## config.mk

```make
export PLATFORM = sky130hd
export DESIGN_NAME = legacy_split_reqq
export DESIGN_NICKNAME = d
export VERILOG_FILES = /design/src/rtl/reqq_pkg.sv /design/src/rtl/reqq_fifo.sv /design/src/rtl/reqq_steer.sv /design/src/rtl/legacy_split_reqq.sv
export SDC_FILE = /design/constraint.sdc
export NUM_CORES = 1
export LEC_CHECK = 0
export BUFFER_PORTS_ARGS = -buffer_cell sky130_fd_sc_hd__buf_4
export CORE_MARGIN = 3
export CORE_UTILIZATION = 45
export CTS_CLUSTER_SIZE = 25
export DETAILED_ROUTE_END_ITERATION = 16
export GPL_ROUTABILITY_DRIVEN = 0
export PLACE_DENSITY_LB_ADDON = 0.25
export RECOVER_POWER = 100
export SLEW_MARGIN = 20
export SYNTH_ARGS = -nofsm -noshare
export SYNTH_HDL_FRONTEND = slang
export SYNTH_SLANG_ARGS = --single-unit
export TNS_END_PERCENT = 20
```

## constraint.sdc

```tcl
create_clock -name clk -period 6.45 [get_ports clk]
set_input_delay 0.645 -clock clk [delete_from_list [all_inputs] [get_ports clk]]
set_output_delay 0.645 -clock clk [all_outputs]
set_load 0.02 [all_outputs]
```

## src/rtl/reqq_pkg.sv

```systemverilog
// Shared types for the split request queue.
// Assumes: a single destination bit chooses between the two buffers.
package reqq_pkg;
    typedef enum logic {
        DEST_FWD = 1'b0,
        DEST_LEG = 1'b1
    } reqq_dest_e;
endpackage

```

## src/rtl/reqq_fifo.sv

```systemverilog
// Synchronous FIFO used for both the reserved legacy buffer and the general queue.
// A one-entry depth builds a single holding register; larger depths build a ring.
// Assumes: push is only asserted when not full, pop only when not empty.
module reqq_fifo #(
    parameter int W     = 32,
    parameter int DEPTH = 4
) (
    input  logic         clk,
    input  logic         rst_n,
    input  logic         push,
    input  logic [W-1:0] push_data,
    input  logic         pop,
    output logic [W-1:0] pop_data,
    output logic         full,
    output logic         empty
);
    localparam int CW = $clog2(DEPTH + 1);
    localparam int AW = (DEPTH > 1) ? $clog2(DEPTH) : 1;

    logic [CW-1:0] count;

    // Occupancy counter: up on push, down on pop, unchanged on both.
    always_ff @(posedge clk) begin
        if (!rst_n) begin
            count <= '0;
        end else if (push && !pop) begin
            count <= count + 1'b1;
        end else if (pop && !push) begin
            count <= count - 1'b1;
        end
    end

    assign full  = (count == CW'(DEPTH));
    assign empty = (count == '0);

    generate
        if (DEPTH == 1) begin : g_single
            logic [W-1:0] hold_q;

            // Capture the lone entry on push.
            always_ff @(posedge clk) begin
                if (push) begin
                    hold_q <= push_data;
                end
            end

            assign pop_data = hold_q;
        end else begin : g_ring
            localparam logic [AW-1:0] LAST = AW'(DEPTH - 1);

            logic [W-1:0]  mem [DEPTH];
            logic [AW-1:0] wr_ptr;
            logic [AW-1:0] rd_ptr;

            // Advance write and read pointers with wrap at the last slot.
            always_ff @(posedge clk) begin
                if (!rst_n) begin
                    wr_ptr <= '0;
                    rd_ptr <= '0;
                end else begin
                    if (push) begin
                        wr_ptr <= (wr_ptr == LAST) ? '0 : wr_ptr + 1'b1;
                    end
                    if (pop) begin
                        rd_ptr <= (rd_ptr == LAST) ? '0 : rd_ptr + 1'b1;
                    end
                end
            end

            // Store the pushed payload at the write pointer.
            always_ff @(posedge clk) begin
                if (push) begin
                    mem[wr_ptr] <= push_data;
                end
            end

            assign pop_data = mem[rd_ptr];
        end
    endgenerate
endmodule

```

## src/rtl/reqq_steer.sv

```systemverilog
// Input steering: picks the buffer named by the destination flag, derives the
// input ready from that buffer alone, and keeps the sticky overflow flag.
// Assumes: the host never offers more legacy requests than reserved slots.
module reqq_steer
    import reqq_pkg::*;
(
    input  logic clk,
    input  logic rst_n,
    input  logic in_valid,
    input  logic in_legacy,
    input  logic leg_full,
    input  logic gen_full,
    output logic in_ready,
    output logic leg_push,
    output logic gen_push,
    output logic ovf_err
);
    reqq_dest_e dest;
    logic       ovf_q;

    // Decode the destination of the current request.
    always_comb begin
        dest = in_legacy ? DEST_LEG : DEST_FWD;
    end

    // Ready follows only the selected buffer's fullness.
    always_comb begin
        case (dest)
            DEST_LEG: in_ready = !leg_full;
            default:  in_ready = !gen_full;
        endcase
    end

    assign leg_push = in_valid && in_ready && (dest == DEST_LEG);
    assign gen_push = in_valid && in_ready && (dest == DEST_FWD);

    // Latch an overflow when a legacy request meets a full reserved buffer.
    always_ff @(posedge clk) begin
        if (!rst_n) begin
            ovf_q <= 1'b0;
        end else if (in_valid && (dest == DEST_LEG) && leg_full) begin
            ovf_q <= 1'b1;
        end
    end

    assign ovf_err = ovf_q;
endmodule

```

## src/rtl/legacy_split_reqq.sv

```systemverilog
// Downstream non-posted request queue with a reserved buffer for the legacy
// bridge and a separate general FIFO for all other destinations.
// Assumes: LEG_SLOTS equals the host's agreed legacy request limit.
module legacy_split_reqq #(
    parameter int DATA_W    = 32,
    parameter int LEG_SLOTS = 1,
    parameter int GEN_DEPTH = 8
) (
    input  logic              clk,
    input  logic              rst_n,
    input  logic              in_valid,
    input  logic              in_legacy,
    input  logic [DATA_W-1:0] in_data,
    output logic              in_ready,
    output logic              leg_valid,
    input  logic              leg_ready,
    output logic [DATA_W-1:0] leg_data,
    output logic              fwd_valid,
    input  logic              fwd_ready,
    output logic [DATA_W-1:0] fwd_data,
    output logic              ovf_err
);
    logic leg_push, gen_push;
    logic leg_full, gen_full;
    logic leg_empty, gen_empty;
    logic leg_pop, gen_pop;

    reqq_steer u_steer (
        .clk       (clk),
        .rst_n     (rst_n),
        .in_valid  (in_valid),
        .in_legacy (in_legacy),
        .leg_full  (leg_full),
        .gen_full  (gen_full),
        .in_ready  (in_ready),
        .leg_push  (leg_push),
        .gen_push  (gen_push),
        .ovf_err   (ovf_err)
    );

    reqq_fifo #(.W(DATA_W), .DEPTH(LEG_SLOTS)) u_leg_buf (
        .clk       (clk),
        .rst_n     (rst_n),
        .push      (leg_push),
        .push_data (in_data),
        .pop       (leg_pop),
        .pop_data  (leg_data),
        .full      (leg_full),
        .empty     (leg_empty)
    );

    reqq_fifo #(.W(DATA_W), .DEPTH(GEN_DEPTH)) u_gen_buf (
        .clk       (clk),
        .rst_n     (rst_n),
        .push      (gen_push),
        .push_data (in_data),
        .pop       (gen_pop),
        .pop_data  (fwd_data),
        .full      (gen_full),
        .empty     (gen_empty)
    );

    assign leg_valid = !leg_empty;
    assign fwd_valid = !gen_empty;
    assign leg_pop   = leg_valid && leg_ready;
    assign gen_pop   = fwd_valid && fwd_ready;
endmodule

```

==> results_dict.tcl, run 1 <==
set metrics [dict create \
    hold_class "input pin to flip-flop" \
    clock_power_share_pct 36.1 \
    start_kind "flip-flop" \
    intPower_mw 3.60 \
    cts_sinks 303 \
    cap_violations 9 \
    dpl-instance-area_um2 12500 \
    ys_seq_area_share_pct 79.0 \
    critical_path_arrival_ns 4.05 \
    rsz0062_at_grt "false" \
    worst_skew_pair.late_latency_ns 0.54 \
    violations "max-capacitance violations, max-slew violations" \
    fin_ws_ns 1.76 \
    required_ns 5.80 \
    syn_nets 533 \
    cts_root_buf "clkbuf_16" \
    clock_path_buffers 3 \
    leakagePower_nw 4.06 \
    drtIter0Drc 363 \
    tns_ns 0 \
    syn_to_final_growth_pct 15.9 \
    syn_area_um2 11300 \
    wl_per_cell_um 22.6 \
    ant_nets 0 \
    cts_tree "done" \
    yosysWarningCount 0 \
    grt_overflow 0 \
    instances_no_fill 961 \
    dp_slack_ns 3.22 \
    switching_power_mw 1.13 \
    post-route-util_pct 53.5 \
    period_share_pct 72.8 \
    finalMaxSlewViolations 243 \
    synth.top_cells.by_count "edfxtp_1, mux4_2, mux2_2" \
    grt_max_degree 65 \
    power.share.switching_pct 23.9 \
    htreeDepth 1 \
    wl_met2_um 10800 \
    worstSetupPathType "flip-flop to primary output" \
    hold_buffers 0 \
    synth_top_cells_by_area "edfxtp_1, mux4_2, mux2_2" \
    fp.dieH_um 165 \
    syn_inst 487 \
    async_reset_ff_share_pct 0 \
    vias 5192 \
    critical_path.slowest_cell "clkbuf_1" \
    setup_viol 0 \
    grt_pass1_vias 5686 \
    power.density_nw_per_um2 360 \
    fp-row-count 57 \
    ir_drop_uv 232 \
    dieWidth_um 165 \
    finalHoldViolations 0 \
    fin_total_pwr_mw 4.73 \
    synth_flop_cell "edfxtp_1" \
    clock.fmax_ghz 0.213 \
    clock_skew_ns 0.0119 \
    pwr-share-comb_pct 14.7 \
    slew_headroom_pct -74.0 \
    numCtsBuffers 30 \
    final_area_um2 13100 \
    ys_seq_elements 303 \
    met1_length_um 9430 \
    finalNetCount 661 \
    post-dp-hpwl_um 11900 \
    syn_avg_cell_area_um2 23.3 \
    grt.total_usage_pct 16.3 \
    ctsResizeCount 0 \
    core_region_area_um2 24500 \
    yosysUniqueCellTypes 35 \
    synth_edf_count 288 \
    ios 106 \
    routed_wl_um 21700 \
    path_cells "clkbuf_1, mux4_2, mux2_1, buf_4" \
    via_per_inst 5.40 \
    endpoint_kind "primary output" \
    initial_core_util_pct 46.2 \
    synth_top_area_share_pct 76.3 \
    status "finished with violations" \
    port_buffers 105 \
    drive_gt1_share_pct 23.7 \
    fp.dieArea_um2 27100 \
    drcViolationCount 0 \
    hold_ws_ns 0.406 \
    finalCriticalPeriod_ns 4.69 \
    dr.pass1.iters 4 \
    pwr-share-seq_pct 49.2 \
    synth_most_common_cell "edfxtp_1" \
    cts_setup_buffers 0 \
    path_max_fanout 43 \
    grt_first_pass_wirelength_um 33200 \
    top_layer "met4" \
    yosys.area.top_type "edfxtp_1" \
    dp.cells 907 \
    clkTransAtPathRegs_ns 0.06 \
    critPathMaxStageDelay_ns 1.42 \
    met3_wirelength_um 1070 \
    worst_slew_pin_slew_ns 2.61 \
    r2r_slack_ns 2.48 \
    antenna_found_initial 2 \
]
-- power groups by stage --
stage / combinational (mW) / clock [mW] / sequential, mW
2_1_floorplan: 0.597 / 0 / 2.29
3_3_place_gp: 0.757 / 0 / 2.37
3_5_place_dp: 0.769 / 0 / 2.37
4_1_cts: 0.772 / 1.76 / 2.33
5_1_grt: 0.755 / 1.83 / 2.35
6_report: 0.695 / 1.71 / 2.33
-- kinds of logic (layout without fill, tap and decap cells) --
family	count (synthesis)	in the layout	synth area share, %
xor+xnor	2	2	0.155
other cells	0	1	0
flops	303	303	79.0
fa+ha+maj	8	8	0.950
buf+inv	23	172	1.21
mux	99	99	16.2
compound gates	12	12	0.729
simple gates	40	40	1.80
-- cell type report --
class	count	area, um2
clock buffer	35	791
timing repair buffer	117	510
clock inverter	18	186
tap	324	405
sequential	303	8960
antenna	1	2.50
multi-input combinational	161	2270
inverter	2	7.51
fill	2005	11400
-- cells in the final DEF (no fill, tap or decap), types with 5 or more instances in the layout --
master	count
clkbuf_16	31
clkinv_2	5
mux2_2	20
a21boi_0	6
ha_1	7
clkinv_1	8
mux4_2	64
clkbuf_1	102
edfxtp_1	288
mux2_1	12
nand2_1	13
buf_4	19
dfxtp_1	12
-- state kept, by name, indices dropped and copies added, names as in the netlist, named ones only --
name	cells
u_gen_buf.count	4
u_gen_buf.g_ring.mem	256
u_gen_buf.g_ring.rd_ptr	3
u_gen_buf.g_ring.wr_ptr	3
u_leg_buf.full	1
u_leg_buf.pop_data	32
u_steer.ovf_err	1
-- critical path, delay by kind of cell (launching register included) --
| family | cells | cell delay, ns |
|---|---|---|
| buffers and inverters | 2 | 1.59 |
| muxes | 2 | 0.99 |
| DFF | 1 | 0.92 |
-- worst paths after layout --
kind                              start                          end  cells past startpoint
max                           flip-flop                  fwd_data[2]                      4
min                            in_valid              u_steer.ovf_err                      3
max reg2reg          u_gen_buf.count[1]  u_gen_buf.g_ring.mem[4][21]                      4
min reg2reg  u_gen_buf.g_ring.rd_ptr[1]                    flip-flop                      2
-- metal layers --
metal,up-vias,global-route usage (%)
met4,0,3.93
met3,33,3.11
met2,147,27.1
met5,-,0
met1,2728,22.7
li1,2284,-
(Power assumes the default switching activity.)
==> inputs of run 2 (changes only) <==
- clock period: 6.45 -> 4.2 ns (I/O delays scaled with it)
==> results_dict.tcl, run 2 (synthesis results as in run 1) <==
set metrics [dict create \
    status "finished with violations" \
    violations "max-capacitance violations, max-slew violations" \
    finalHoldViolations 0 \
    path_max_fanout 24 \
    finalCriticalPeriod_ns 3.53 \
    setup_viol 0 \
    finalNetCount 662 \
    endpoint_kind "flip-flop" \
    largest_register_ffs 256 \
    syn_to_final_growth_pct 16.7 \
    numCtsBuffers 30 \
    finalMaxSlewViolations 150 \
    initial_core_util_pct 46.2 \
    post-route-util_pct 53.9 \
    critical_path_arrival_ns 3.70 \
    post-dp-hpwl_um 11800 \
    leakagePower_nw 4.11 \
    drcViolationCount 0 \
    rsz0062_at_grt "false" \
    start_kind "flip-flop" \
    dieWidth_um 165 \
    via_per_inst 5.35 \
    worst_skew_pair.late_latency_ns 0.54 \
    ir_drop_uv 315 \
    multi_input_area_um2 2260 \
    hold_class "input pin to flip-flop" \
    cts_sinks 303 \
    clock.fmax_ghz 0.283 \
    n_antenna_cell 0 \
    regMostFlops "u_gen_buf.g_ring.mem" \
    dr.pass1.iters 4 \
    final_common_cell "edfxtp_1" \
    slew_headroom_pct -45.2 \
    ctsResizeCount 0 \
    regArea_um2 8950 \
    fp.dieArea_um2 27100 \
    drive_gt1_share_pct 25.0 \
    r2r_slack_ns 0.67 \
    routed_wl_um 20700 \
    grt_pass1_vias 5534 \
    grt_first_pass_wirelength_um 32300 \
    dpl-instance-area_um2 12600 \
    clkTransAtPathRegs_ns 0.06 \
    clock_path_buffers 3 \
    antenna_found_initial 0 \
    cts_root_buf "clkbuf_16" \
    fillerInstances 1950 \
    vias 5156 \
    worstSetupPathType "flip-flop to flip-flop" \
    grt_overflow 0 \
    worst_slew_pin_slew_ns 2.18 \
    power.density_nw_per_um2 559 \
    wl_per_cell_um 21.4 \
    drtIter0Drc 377 \
    final_area_um2 13200 \
    core_region_area_um2 24500 \
    period_share_pct 84.1 \
    hold_buffers 0 \
    required_ns 4.36 \
    clock_skew_ns 0.0105 \
    cts_tree "done" \
    min_path_cells 3 \
    ios 106 \
    fp.dieH_um 165 \
    grt.total_usage_pct 15.7 \
    htreeDepth 1 \
    grt_max_degree 65 \
    cap_violations 5 \
    port_buffers 105 \
    rr_worst_depth 4 \
    fp-row-count 57 \
    cts_setup_buffers 0 \
    tns_ns 0 \
    ant_nets 0 \
    final_cell_mix "edfxtp_1, clkbuf_1, mux4_2, clkbuf_16, mux2_2" \
]
-- run 2: changes by cell type in the layout (fill, tap and decap cells not counted), moves of 2 or more --
cell      delta
clkbuf_1     -4
clkbuf_2     +3
clkinv_1     -3
clkinv_2     +3
buf_16       +2
buf_4        -2
nor2_1       +2
nor2_4       -2
-- run 2: worst max-delay path, cell delays in order (launching register included) --
cell and delay, ns:
dfxtp_1 0.43, nor4b_1 0.10, or3b_1 0.50, nor3_1 1.24
clkbuf_2 0.85
-- run 2: report_power, final --
group | internal, mW | total (mW) | switching [mW]
Clock | 1.65 | 2.72 | 1.07
Sequential | 3.41 | 3.55 | 0.146
Combinational | 0.558 | 1.11 | 0.554
Total | 5.61 | 7.39 | 1.77
-- run 2: path summary, 6_finish.rpt --
| check | startpoint | end |
|---|---|---|
| hold / removal | in_valid | u_steer.ovf_err |
| setup reg to reg | u_gen_buf.count[0] | u_gen_buf.g_ring.mem[2][22] |
| hold reg to reg | u_gen_buf.g_ring.rd_ptr[2] | flip-flop |
| setup / recovery | u_gen_buf.count[0] | u_gen_buf.g_ring.mem[2][22] |
-- run 2: area by class of cell --
type	instances	area share [%]
Sequential cell	303	67.7
Multi-Input combinational cell	161	17.1
Clock buffer	34	5.95
Timing Repair Buffer	118	4.34
Tap cell	324	3.07
Clock inverter	21	1.77
Inverter	2	0.0568
-- run 2: stage by stage --
stage / cells / setup WS (ns) / power (mW) / hold WS, ns
finish: 963 / 0.668 / 7.39 / 0.178
global route: 963 / 0.428 / 7.71 / 0.172
CTS: 961 / 0.948 / 7.60 / 0.0913
detailed placement: 906 / 1.28 / 4.86 / 0.481
global placement: 906 / 1.38 / 4.82 / 0.464
floorplan: 487 / 0.348 / 4.44 / 0.449
-- run 2: routing by layer --
metal	part of all wire [%]	up-vias	GRT usage (%)	wire (um)
li1	-	2298	-	-
met1	42	2694	21.7	8770
met2	51	131	26.6	10500
met3	4.6	33	2.61	945
met4	2.0	0	3.74	406
met5	0	-	0	0
==> inputs of run 3 (changes only) <==
- clock period: 4.2 -> 3.4 ns (I/O delays scaled with it)
==> results_dict.tcl, run 3 (synthesis results as in run 1) <==
set metrics [dict create \
    fp-row-count 57 \
    path_cells "buf_6, mux4_2, mux2_1, buf_4" \
    rsz0062_at_grt "false" \
    min_path_cells 3 \
    hold_class "input pin to flip-flop" \
    initial_core_util_pct 46.2 \
    ir_drop_uv 594 \
    port_buffers 105 \
    htreeDepth 1 \
    post-dp-hpwl_um 12600 \
    pwr-share-seq_pct 48.7 \
    path_max_fanout 64 \
    path_delay_family "multiplexers" \
    grt_pass1_vias 5660 \
    hold_ws_ns 0.103 \
    switching_power_mw 2.18 \
    grt_first_pass_wirelength_um 33100 \
    endpoint_kind "primary output" \
    instances_no_fill 971 \
    ios 106 \
    final_cell_mix "edfxtp_1, clkbuf_1, mux4_2, clkbuf_16, mux2_2" \
    cap_violations 2 \
    dp.cells 915 \
    rr_startpoint "u_gen_buf.count[0]" \
    cts_tree "done" \
    cts_setup_buffers 0 \
    fp.dieArea_um2 27100 \
    finalCriticalPeriod_ns 3.05 \
    cts_sinks 303 \
    drcViolationCount 0 \
    grt.total_usage_pct 16.2 \
    ctsResizeCount 0 \
    routed_wl_um 21600 \
    r2r_slack_ns 0.41 \
    worstPathBufferInverterCount 2 \
    grt_max_degree 65 \
    worst_skew_pair.late_latency_ns 0.54 \
    worstSetupPathType "flip-flop to primary output" \
    power.density_nw_per_um2 672 \
    finalMaxSlewViolations 35 \
    fillerInstances 1969 \
    multi_input_area_um2 2270 \
    n_antenna_cell 0 \
    numCtsBuffers 30 \
    critical_path.slowest_cell "buf_6" \
    dieWidth_um 165 \
    hold_start "in_valid" \
    syn_to_final_growth_pct 16.2 \
    finalHoldViolations 0 \
    tns_ns 0 \
    cp.depth 4 \
    finalNetCount 669 \
    largest_register_ffs 256 \
    post-route-util_pct 53.7 \
    period_share_pct 89.7 \
    required_ns 3.06 \
    start_kind "flip-flop" \
    fp.dieH_um 165 \
    status "finished with violations" \
    core_region_area_um2 24500 \
    vias 5242 \
    regArea_um2 8960 \
    fin_total_pwr_mw 8.85 \
    intPower_mw 6.67 \
    violations "max-capacitance violations, max-slew violations" \
    drtIter0Drc 355 \
    clkTransAtPathRegs_ns 0.06 \
    critical_path_arrival_ns 2.71 \
    antenna_found_initial 0 \
    wl_per_cell_um 22.3 \
    regMostFlops "u_gen_buf.g_ring.mem" \
    drive_gt1_share_pct 26.3 \
    cts_root_buf "clkbuf_16" \
    hold_buffers 0 \
    clock_skew_ns 0.0116 \
    power.share.switching_pct 24.6 \
    clock_power_share_pct 34.9 \
    rr_worst_depth 6 \
    clock.fmax_ghz 0.328 \
    pwr-share-comb_pct 16.5 \
    critPathMaxStageDelay_ns 0.69 \
    final_common_cell "edfxtp_1" \
    worst_slew_pin_slew_ns 1.70 \
    r2r_end "u_gen_buf.g_ring.mem[1][18]" \
    holdPathEnd "u_steer.ovf_err" \
    dr.pass1.iters 4 \
    leakagePower_nw 4.09 \
    via_per_inst 5.40 \
    slew_headroom_pct -13.3 \
    ant_nets 0 \
    clock_path_buffers 3 \
    grt_overflow 0 \
    setup_viol 0 \
]
## run 3: cell count changes in the layout (fill, tap and decap cells not counted), sizes merged
cell	previous run	this run
buf	20	24
bufinv	5	1
clkbuf	132	139
clkinv	14	16
inv	3	2
## run 3: worst register-to-register path, cell delays in order, from the launching register on
cell and delay [ns]:
dfxtp_1 0.43, nor4b_1 0.11, or3b_1 0.51, inv_1 0.18, nand2_1 0.22, nor3_1 0.26, clkbuf_1 0.87
## run 3: metal layers
| layer | global-route usage (%) | vias to the layer above | wire (um) |
|---|---|---|---|
| li1 | - | 2310 | - |
| met1 | 22.7 | 2759 | 9380 |
| met2 | 27.2 | 148 | 10900 |
| met3 | 2.66 | 25 | 1120 |
| met4 | 3.58 | 0 | 274 |
| met5 | 0 | - | 0 |
## run 3: worst max path at each step
stage | from | to | slack (ns)
floorplan | u_gen_buf.count[0] | u_gen_buf.g_ring.mem[1][0] | -0.45
global placement | u_gen_buf.count[0] | u_gen_buf.count[3] | 0.69
detailed placement | u_gen_buf.count[0] | u_gen_buf.count[3] | 0.52
CTS | u_gen_buf.count[0] | u_gen_buf.count[3] | 0.50
global route | flip-flop | fwd_data[21] | 0.12
finish | flip-flop | fwd_data[14] | 0.35
## run 3: layout make-up
| cell class | instances | share of cell area [%] |
|---|---|---|
| Sequential cell | 303 | 68.1 |
| Multi-Input combinational cell | 161 | 17.3 |
| Clock buffer | 38 | 6.25 |
| Tap cell | 324 | 3.08 |
| Clock inverter | 18 | 0.865 |
| Inverter | 2 | 0.0570 |
| Timing Repair Buffer | 125 | 4.42 |
## run 3: per-stage QoR
step	area [um2]	setup slack [ns]
global route	13200	0.122
floorplan	11300	-0.452
finish	13200	0.351
global placement	12700	0.692
detailed placement	12700	0.522
CTS	13600	0.502
## run 3: power groups by stage
stage               clock [mW]  combinational [mW]  sequential, mW
floorplan                    0                1.13            4.35
global placement             0                1.58            4.38
detailed placement           0                1.62            4.39
CTS                       3.16                1.63            4.31
global route              3.33                1.59            4.32
finish                    3.09                1.46            4.30
